[config.mk]
export PLATFORM = sky130hd
export DESIGN_NAME = sreg_bank
export DESIGN_NICKNAME = d
export VERILOG_FILES = /design/src/rtl/sreg_pkg.sv /design/src/rtl/sreg_ptr.sv /design/src/rtl/sreg_hold_fsm.sv /design/src/rtl/sreg_store.sv /design/src/rtl/sreg_bank.sv
export SDC_FILE = /design/constraint.sdc
export NUM_CORES = 1
export LEC_CHECK = 0
export ABC_AREA = 1
export BUFFER_PORTS_ARGS = -buffer_cell sky130_fd_sc_hd__buf_2
export CORE_ASPECT_RATIO = 1.25
export CORE_MARGIN = 2
export CORE_UTILIZATION = 51
export CTS_CLUSTER_SIZE = 30
export DETAILED_ROUTE_END_ITERATION = 16
export PLACE_DENSITY = 0.78
export SLEW_MARGIN = 0
export SYNTH_ARGS = -nofsm -noshare
export SYNTH_HDL_FRONTEND = slang
export SYNTH_SLANG_ARGS = --single-unit
[constraint.sdc]
create_clock -name clk -period 2 [get_ports clk]
set_clock_uncertainty 0.15 [all_clocks]
set_input_delay 0.1 -clock clk [delete_from_list [all_inputs] [get_ports clk]]
set_output_delay 0.1 -clock clk [all_outputs]
set_load 0.01 [all_outputs]
[src/rtl/sreg_pkg.sv]
package sreg_pkg;
    typedef enum logic [0:0] {
        ST_OPEN = 1'b0,
        ST_HOLD = 1'b1
    } hold_state_t;

    localparam int unsigned ADR_STATUS = 0;
    localparam int unsigned ADR_RES_HI = 1;
    localparam int unsigned ADR_RES_LO = 2;
endpackage

[src/rtl/sreg_ptr.sv]
module sreg_ptr #(
    parameter int unsigned ADDR_W = 8
) (
    input  logic              clk,
    input  logic              rst_n,
    input  logic              load,
    input  logic [ADDR_W-1:0] load_addr,
    input  logic              step,
    output logic [ADDR_W-1:0] ptr
);
    logic [ADDR_W-1:0] ptr_q;

    always_ff @(posedge clk or negedge rst_n) begin
        if (!rst_n)
            ptr_q <= '0;
        else if (load)
            ptr_q <= load_addr;
        else if (step)
            ptr_q <= ptr_q + ADDR_W'(1);
    end

    assign ptr = ptr_q;

    // a read without a load advances the pointer by one
    p_ptr_step_r6: assert property (@(posedge clk) disable iff (!rst_n)
        (step && !load) |=> (ptr == $past(ptr) + ADDR_W'(1)));
endmodule

[src/rtl/sreg_hold_fsm.sv]
module sreg_hold_fsm
    import sreg_pkg::*;
(
    input  logic clk,
    input  logic rst_n,
    input  logic res_rd,
    input  logic xfer_end,
    output logic hold
);
    hold_state_t state_q, state_d;

    always_ff @(posedge clk or negedge rst_n) begin
        if (!rst_n)
            state_q <= ST_OPEN;
        else
            state_q <= state_d;
    end

    always_comb begin
        state_d = state_q;
        unique case (state_q)
            ST_OPEN: if (res_rd && !xfer_end) state_d = ST_HOLD;
            ST_HOLD: if (xfer_end)            state_d = ST_OPEN;
            default:                          state_d = ST_OPEN;
        endcase
    end

    always_comb begin
        unique case (state_q)
            ST_OPEN: hold = res_rd;
            ST_HOLD: hold = 1'b1;
            default: hold = 1'b1;
        endcase
    end
endmodule

[src/rtl/sreg_store.sv]
module sreg_store #(
    parameter int unsigned RES_W = 12
) (
    input  logic             clk,
    input  logic             rst_n,
    input  logic             conv_done,
    input  logic [RES_W-1:0] conv_res,
    input  logic             cmp_flag,
    input  logic             dac_moved_n,
    input  logic             hold,
    input  logic             res_rd,
    output logic [RES_W-1:0] res_q,
    output logic             rdy_n_q,
    output logic             cmp_q,
    output logic             dac_n_q
);
    logic accept;
    assign accept = conv_done && !hold;

    always_ff @(posedge clk or negedge rst_n) begin
        if (!rst_n) begin
            res_q   <= '0;
            cmp_q   <= 1'b0;
            dac_n_q <= 1'b1;
        end else if (accept) begin
            res_q   <= conv_res;
            cmp_q   <= cmp_flag;
            dac_n_q <= dac_moved_n;
        end
    end

    always_ff @(posedge clk or negedge rst_n) begin
        if (!rst_n)
            rdy_n_q <= 1'b1;
        else if (res_rd)
            rdy_n_q <= 1'b1;
        else if (accept)
            rdy_n_q <= 1'b0;
    end

    // an accepted conversion clears ready
    p_accept_clears_rdy_r3: assert property (@(posedge clk) disable iff (!rst_n)
        (conv_done && !hold) |=> !rdy_n_q);
    // a result read sets ready
    p_read_sets_rdy_r7: assert property (@(posedge clk) disable iff (!rst_n)
        res_rd |=> rdy_n_q);
    // the result is frozen while held
    p_frozen_result_r8: assert property (@(posedge clk) disable iff (!rst_n)
        hold |=> ($stable(res_q) && $stable(cmp_q) && $stable(dac_n_q)));
endmodule

[src/rtl/sreg_bank.sv]
module sreg_bank
    import sreg_pkg::*;
#(
    parameter int unsigned RES_W  = 12,
    parameter int unsigned BYTE_W = 8,
    parameter int unsigned ADDR_W = 8
) (
    input  logic              clk,
    input  logic              rst_n,
    input  logic              conv_done,
    input  logic [RES_W-1:0]  conv_res,
    input  logic              cmp_flag,
    input  logic              dac_moved_n,
    input  logic              pwr_down,
    input  logic              ptr_load,
    input  logic [ADDR_W-1:0] ptr_addr,
    input  logic              byte_rd,
    input  logic              xfer_end,
    output logic [BYTE_W-1:0] rd_byte
);
    localparam int unsigned WORD_W = 2 * BYTE_W;
    localparam int unsigned PAD_W  = WORD_W - RES_W;

    logic [ADDR_W-1:0] ptr;
    logic              step;
    logic              res_sel;
    logic              res_rd;
    logic              hold;
    logic [RES_W-1:0]  res_q;
    logic              rdy_n_q, cmp_q, dac_n_q;
    logic [WORD_W-1:0] word;
    logic [BYTE_W-1:0] status;

    assign step    = byte_rd && !ptr_load;
    assign res_sel = (ptr == ADDR_W'(ADR_RES_HI)) || (ptr == ADDR_W'(ADR_RES_LO));
    assign res_rd  = step && res_sel;

    sreg_ptr #(.ADDR_W(ADDR_W)) ptr_i (
        .clk       (clk),
        .rst_n     (rst_n),
        .load      (ptr_load),
        .load_addr (ptr_addr),
        .step      (step),
        .ptr       (ptr)
    );

    sreg_hold_fsm fsm_i (
        .clk      (clk),
        .rst_n    (rst_n),
        .res_rd   (res_rd),
        .xfer_end (xfer_end),
        .hold     (hold)
    );

    sreg_store #(.RES_W(RES_W)) store_i (
        .clk         (clk),
        .rst_n       (rst_n),
        .conv_done   (conv_done),
        .conv_res    (conv_res),
        .cmp_flag    (cmp_flag),
        .dac_moved_n (dac_moved_n),
        .hold        (hold),
        .res_rd      (res_rd),
        .res_q       (res_q),
        .rdy_n_q     (rdy_n_q),
        .cmp_q       (cmp_q),
        .dac_n_q     (dac_n_q)
    );

    assign word   = {res_q, {PAD_W{1'b0}}};
    assign status = {pwr_down, 1'b1, 1'b0, dac_n_q, cmp_q, 1'b0, 1'b1, rdy_n_q};

    always_comb begin
        if (ptr == ADDR_W'(ADR_STATUS))
            rd_byte = status;
        else if (ptr == ADDR_W'(ADR_RES_HI))
            rd_byte = word[WORD_W-1 -: BYTE_W];
        else if (ptr == ADDR_W'(ADR_RES_LO))
            rd_byte = word[BYTE_W-1:0];
        else
            rd_byte = '0;
    end

    // unmapped addresses read zero
    p_unmapped_zero_r10: assert property (@(posedge clk) disable iff (!rst_n)
        (ptr > ADDR_W'(ADR_RES_LO)) |-> (rd_byte == '0));
endmodule

==> results of run 1 <==
==> per-layer routing <==
layer | share of wire, % | GRT usage [%] | wire [um] | vias up
li1 | - | - | - | 698
met5 | 0 | 0 | 0 | -
met4 | 0.89 | 7.94 | 35 | 0
met1 | 39 | 29.2 | 1510 | 688
met2 | 55 | 50.3 | 2170 | 68
met3 | 5.0 | 2.67 | 195 | 4
==> critical path: cells and delay by family, from the launching register on <==
kind,cells,cell delay (ps)
fa+ha+maj,1,160
compound gates,2,260
simple gates,2,270
buf+inv,2,290
flops,1,420
==> cells in the mapped netlist <==
| master | count |
|---|---|
| buf_6 | 1 |
| clkbuf_1 | 2 |
| nand3_1 | 13 |
| nor2_1 | 13 |
| dfrtp_1 | 22 |
| xnor2_1 | 3 |
| o21ai_0 | 1 |
| a21oi_2 | 1 |
| buf_2 | 1 |
| a21oi_1 | 8 |
| dfstp_2 | 2 |
| nand2_2 | 1 |
| inv_1 | 11 |
| nor2_4 | 2 |
| nand2_4 | 1 |
| nand2_1 | 57 |
| xor2_1 | 2 |
| o211ai_1 | 1 |
| a22oi_1 | 3 |
| ha_1 | 4 |
| nor2_2 | 1 |
| nand3_4 | 1 |
| nand4_1 | 15 |
| buf_4 | 1 |
==> path summary, 6_finish.rpt <==
kind | endpoint | slack, ps | cells past startpoint
setup / recovery | rd_byte[4] | 30 | 7
max in group asynchronous | ptr_i.ptr[4]$_DFFE_PN0P_ | 1190 | 2
setup reg to reg | store_i.res_q[0]$_DFFE_PN0P_ | 160 | 8
hold / removal | ptr_i.ptr[7]$_DFFE_PN0P_ | 10 | 4
hold reg to reg | store_i.rdy_n_q$_DFFE_PN1P_ | 330 | 2
min in group asynchronous | store_i.res_q[3]$_DFFE_PN0P_ | 130 | 2
==> power by group <==
| part | leakage [nW] | total, W | switching, W | internal (W) |
|---|---|---|---|---|
| combinational | 0.698 | 0.000276 | 0.000140 | 0.000136 |
| clock | 0.0210 | 0.000259 | 0.000148 | 0.000111 |
| sequential | 0.287 | 0.000580 | 0.0000445 | 0.000535 |
==> through the flow <==
stage / std cells / worst slack [ps]
after detailed placement: 233 / 237
after floorplan: 167 / 474
after global routing: 271 / -55.1
after global placement: 233 / 319
final: 271 / 28.0
after CTS: 265 / 7.22
==> area by class of cell <==
type                       instances  area share, %
tap                               33           2.09
inverter                          11           2.09
sequential                        24           30.7
multi-input combinational        127           36.9
clock buffer                       4           1.84
timing repair buffer              72           26.4
==> flip-flops by register name (all words and copies together), names as in the netlist <==
name and flops:
store_i.rdy_n_q 1, store_i.res_q 12, ptr_i.ptr 8, store_i.dac_n_q 1, store_i.cmp_q 1, fsm_i.state_q 1
==> timing repair <==
action | in CTS | in global routing
hold buffers | 28 | 0
setup buffers | 0 | 6
endpoints found under the setup margin | 5 | 8
endpoints found under the hold margin | 47 | 0
gates resized for setup | 4 | 15
pin swaps | 1 | 5
==> cell families after synthesis <==
family,synth area share [%]
and+or+nand+nor,36.3
xor gates and xnor gates,3.27
AOI/OAI and AO/OA,6.26
adders and majority gates,3.74
DFF,45.0
buffers and inverters,5.42
==> flow_metrics.tcl, run 1 <==
set metrics [dict create \
    crit_path_end_kind "output port" \
    p_total_w 0.00112 \
    crit_start "ptr_i.ptr[0]$_DFFE_PN0P_" \
    grt_setup_unrepaired "yes" \
    yosysTopAreaCell "dfrtp_1" \
    avgViaCountPerCell 5.38 \
    drv_slew 0 \
    yosysWarningCount 0 \
    netlist.area_leader.share_pct 41.1 \
    timing.max_cap.violations 0 \
    fmax_mhz 507 \
    cts_tree "built" \
    start_kind "flop" \
    diodes 0 \
    design.core.area_um2 2450 \
    drive_gt1_share_pct 29.0 \
    power_density_nw_per_um2 566 \
    dieWidth_um 49.8 \
    setup_viol 0 \
    start_util_pct 54.6 \
    p_leak_nw 1.01 \
    placed_cell_area_um2 1540 \
    postSynthCellCount 167 \
    drtIter0Drc 48 \
    hold_viol 0 \
    hold_ws_ps 13.7 \
    grt_pass1_wl_um 5910 \
    outcome "finished clean" \
    regArea_um2 606 \
    pin_count 37 \
    clk_latency_ps 310 \
    multi_input_area_um2 727 \
    final_core_util_pct 80.4 \
    nNetsFinal 272 \
    gp_congestion 0.791 \
    grt.overflow.total 0 \
    ctsLongestPathBuffers 2 \
    netlist_top_cells_area "dfrtp_1 (41%), nand2_1 (16%), nand4_1 (7.0%), nand3_1 (4.9%), dfstp_2 (3.9%)" \
    ys_ff_latch 24 \
    syn_to_final_growth_pct 47.3 \
    die_area_um2 3050 \
    post-route-drc-count 0 \
    post_drt_wl_per_cell_um 14.4 \
    rows 20 \
    path_class "flop to output port" \
    cp_cell_sequence "buf_4, ha_4, nand2_4, nor2_4, a21oi_1, a21oi_1, buf_2" \
    hp-class "primary input to flop" \
    syn_area_um2 1340 \
    final_common_cell "nand2_1" \
    worstReg2RegStart "ptr_i.ptr[1]$_DFFE_PN0P_" \
    cts_max_level 1 \
    dieHeight_um 61.3 \
    grt_usage_pct 25.5 \
    finalCritPeriodShare_pct 98.6 \
    holdCritStartpoint "byte_rd" \
    dp_hpwl_um 2210 \
    avgSynthCellArea_um2 8.02 \
    final_cell_mix "nand2_1 (54), buf_2 (36), dlygate4sd3_1 (28)" \
    crit_arrival_ps 1720 \
    cts_buffers 3 \
    crit_fanout 8 \
    drt-total-wl_um 3910 \
    critical_path_required_ps 1750 \
    portBuffers 36 \
    nFillCells 176 \
    fin_crit_ps 1970 \
    antenna_found_initial 0 \
    grt_max_degree 25 \
    clk_pin_slew_ps 140 \
    cts.sinks 24 \
    drt-pass1-iter-count 4 \
    setup-tns-final_ps 0 \
    peakVddDrop_mv 0.457 \
    cpPeakStageDelay_ps 420 \
    max_slew_margin_pct 64.6 \
    grt_pass1_vias 1350 \
    cpMostUsedCell "a21oi_1" \
    final_area_um2 1970 \
    synth_seq_area_share_pct 45.0 \
    synth.distinct_cells 24 \
    slowest_stage "dfrtp_2" \
    clockRootBuffer "clkbuf_4" \
    tightest_slew_ps 531 \
    syn_nets 200 \
    ant_nets 0 \
    via_count 1458 \
]
Note: power is estimated with default switching activity, not from simulation.
==> run 2: changes to the inputs <==
RECOVER_POWER = 50   (was not set)
==> run 2 against run 1 <==
Effect of this change: non-clock buffer count stayed put; power is essentially flat; clock power about the same; routed wire length decreased by 0.10%; critical path type unchanged.
==> flow_metrics.tcl, run 2 (synthesis gave the netlist of run 1 again) <==
set metrics [dict create \
    outcome "finished clean" \
    cts.sinks 24 \
    rows 20 \
    dieWidth_um 49.8 \
    power_density_nw_per_um2 566 \
    pin_count 37 \
    grt_pass1_wl_um 5910 \
    worst-path-buf-inv 2 \
    via_count 1461 \
    clockRootBuffer "clkbuf_4" \
    finalCritPeriodShare_pct 99.0 \
    tightest_slew_ps 1270 \
    drt-total-wl_um 3910 \
    post-route-drc-count 0 \
    nFillCells 175 \
    syn_to_final_growth_pct 47.2 \
    pre_cts_ws_ps 237 \
    drt-pass1-iter-count 4 \
    fmax_mhz 505 \
    portBuffers 36 \
    max_slew_margin_pct 15.2 \
    p_leak_nw 1.00 \
    start_util_pct 54.6 \
    critical_path_required_ps 1750 \
    crit_cells 7 \
    worstHoldPathCells 4 \
    crit_path_end_kind "output port" \
    die_area_um2 3050 \
    antenna_found_initial 0 \
    fin_crit_ps 1980 \
    final_cell_mix "nand2_1 (54), buf_2 (35), dlygate4sd3_1 (28)" \
    drtIter0Drc 48 \
    dieHeight_um 61.3 \
    slowest_stage "dfrtp_2" \
    ctsLongestPathBuffers 2 \
    setup-tns-final_ps 0 \
    drv_slew 0 \
    post_drt_wl_per_cell_um 14.4 \
    hp-class "primary input to flop" \
    peakVddDrop_mv 0.457 \
    clk_pin_slew_ps 140 \
    grt_pass1_vias 1350 \
    clk_latency_ps 310 \
    regMostFlops "store_i.res_q" \
    crit_fanout 8 \
    cpMostUsedCell "a21oi_1" \
    cts_buffers 3 \
    nNetsFinal 272 \
    ant_nets 0 \
    grt.overflow.total 0 \
    start_kind "flop" \
    cpLargestDelayFamily "flip-flops" \
    largest_register_ffs 12 \
    path_class "flop to output port" \
    diodes 0 \
    cp_cell_sequence "buf_4, ha_4, nand2_4, nor2_4, a21oi_1, a21oi_1, buf_2" \
    setup_viol 0 \
    setup_slack_ps 20.2 \
    grt_max_degree 25 \
    grt_setup_unrepaired "yes" \
    cts_tree "built" \
    rr_worst_depth 8 \
    timing.max_cap.violations 0 \
    crit_arrival_ps 1730 \
    design.core.area_um2 2450 \
    final_common_cell "nand2_1" \
    cpPeakStageDelay_ps 420 \
    grt_usage_pct 25.5 \
    gp_congestion 0.791 \
    drive_gt1_share_pct 28.6 \
    cts_max_level 1 \
    dp_hpwl_um 2210 \
    avgViaCountPerCell 5.39 \
    hold_viol 0 \
]
## run 2: what timing repair did
action,in CTS,in global routing
pin swaps,1,5
setup buffers,0,6
endpoints found under the setup margin,5,8
gates resized for setup,4,15
hold buffers,28,0
endpoints found under the hold margin,47,0
## run 2: cell type report
cell class              instances  area (um2)  area share, %
multi-input cells             127         727           36.9
flip-flops and latches         24         606           30.7
repair buffers                 72         519           26.3
inverters                      11        41.3           2.10
well taps                      33        41.3           2.10
clock buffers                   4        36.3           1.84
## run 2: final timing paths
kind                                                end                   startpoint  slack, ps
setup / recovery                             rd_byte[4]     ptr_i.ptr[0]$_DFFE_PN0P_         20
hold / removal                 ptr_i.ptr[7]$_DFFE_PN0P_                      byte_rd         10
setup reg to reg           store_i.res_q[0]$_DFFE_PN0P_     ptr_i.ptr[1]$_DFFE_PN0P_        160
hold reg to reg             store_i.rdy_n_q$_DFFE_PN1P_  store_i.rdy_n_q$_DFFE_PN1P_        330
max in group asynchronous      ptr_i.ptr[4]$_DFFE_PN0P_                        rst_n        450
min in group asynchronous  store_i.res_q[3]$_DFFE_PN0P_                        rst_n        420
## run 2: worst reg2reg max path, cell delays in order, from the launching register on
cell     delay (ps)
dfrtp_1         450
buf_4           160
ha_1            190
nand2_2         120
a21oi_2          80
nand2_4         180
nand3_4         220
nand2_1         140
nand2_1          70
## run 2: routing by layer
layer	share of wire [%]	global-route usage [%]	vias up
met1	38	29.2	692
met2	56	50.3	67
met5	0	0	-
met3	4.6	2.67	6
li1	-	-	696
met4	1.0	7.94	0
## run 2: power breakdown
part / switching [W] / internal (W)
clock: 0.000148 / 0.000111
sequential: 0.0000445 / 0.000535
combinational: 0.000140 / 0.000136
## run 2: metrics by stage
stage	area (um2)	instances	hold slack (ps)	utilization, %	total power, W
finish	1970	271	13.5	80.4	0.00111
CTS	1870	265	7.08	76.3	0.00106
global placement	1540	233	-40.6	63.0	0.000750
detailed placement	1540	233	-45.6	63.0	0.000759
global route	1970	271	30.9	80.4	0.00117
floorplan	1340	167	-346	-	0.000690
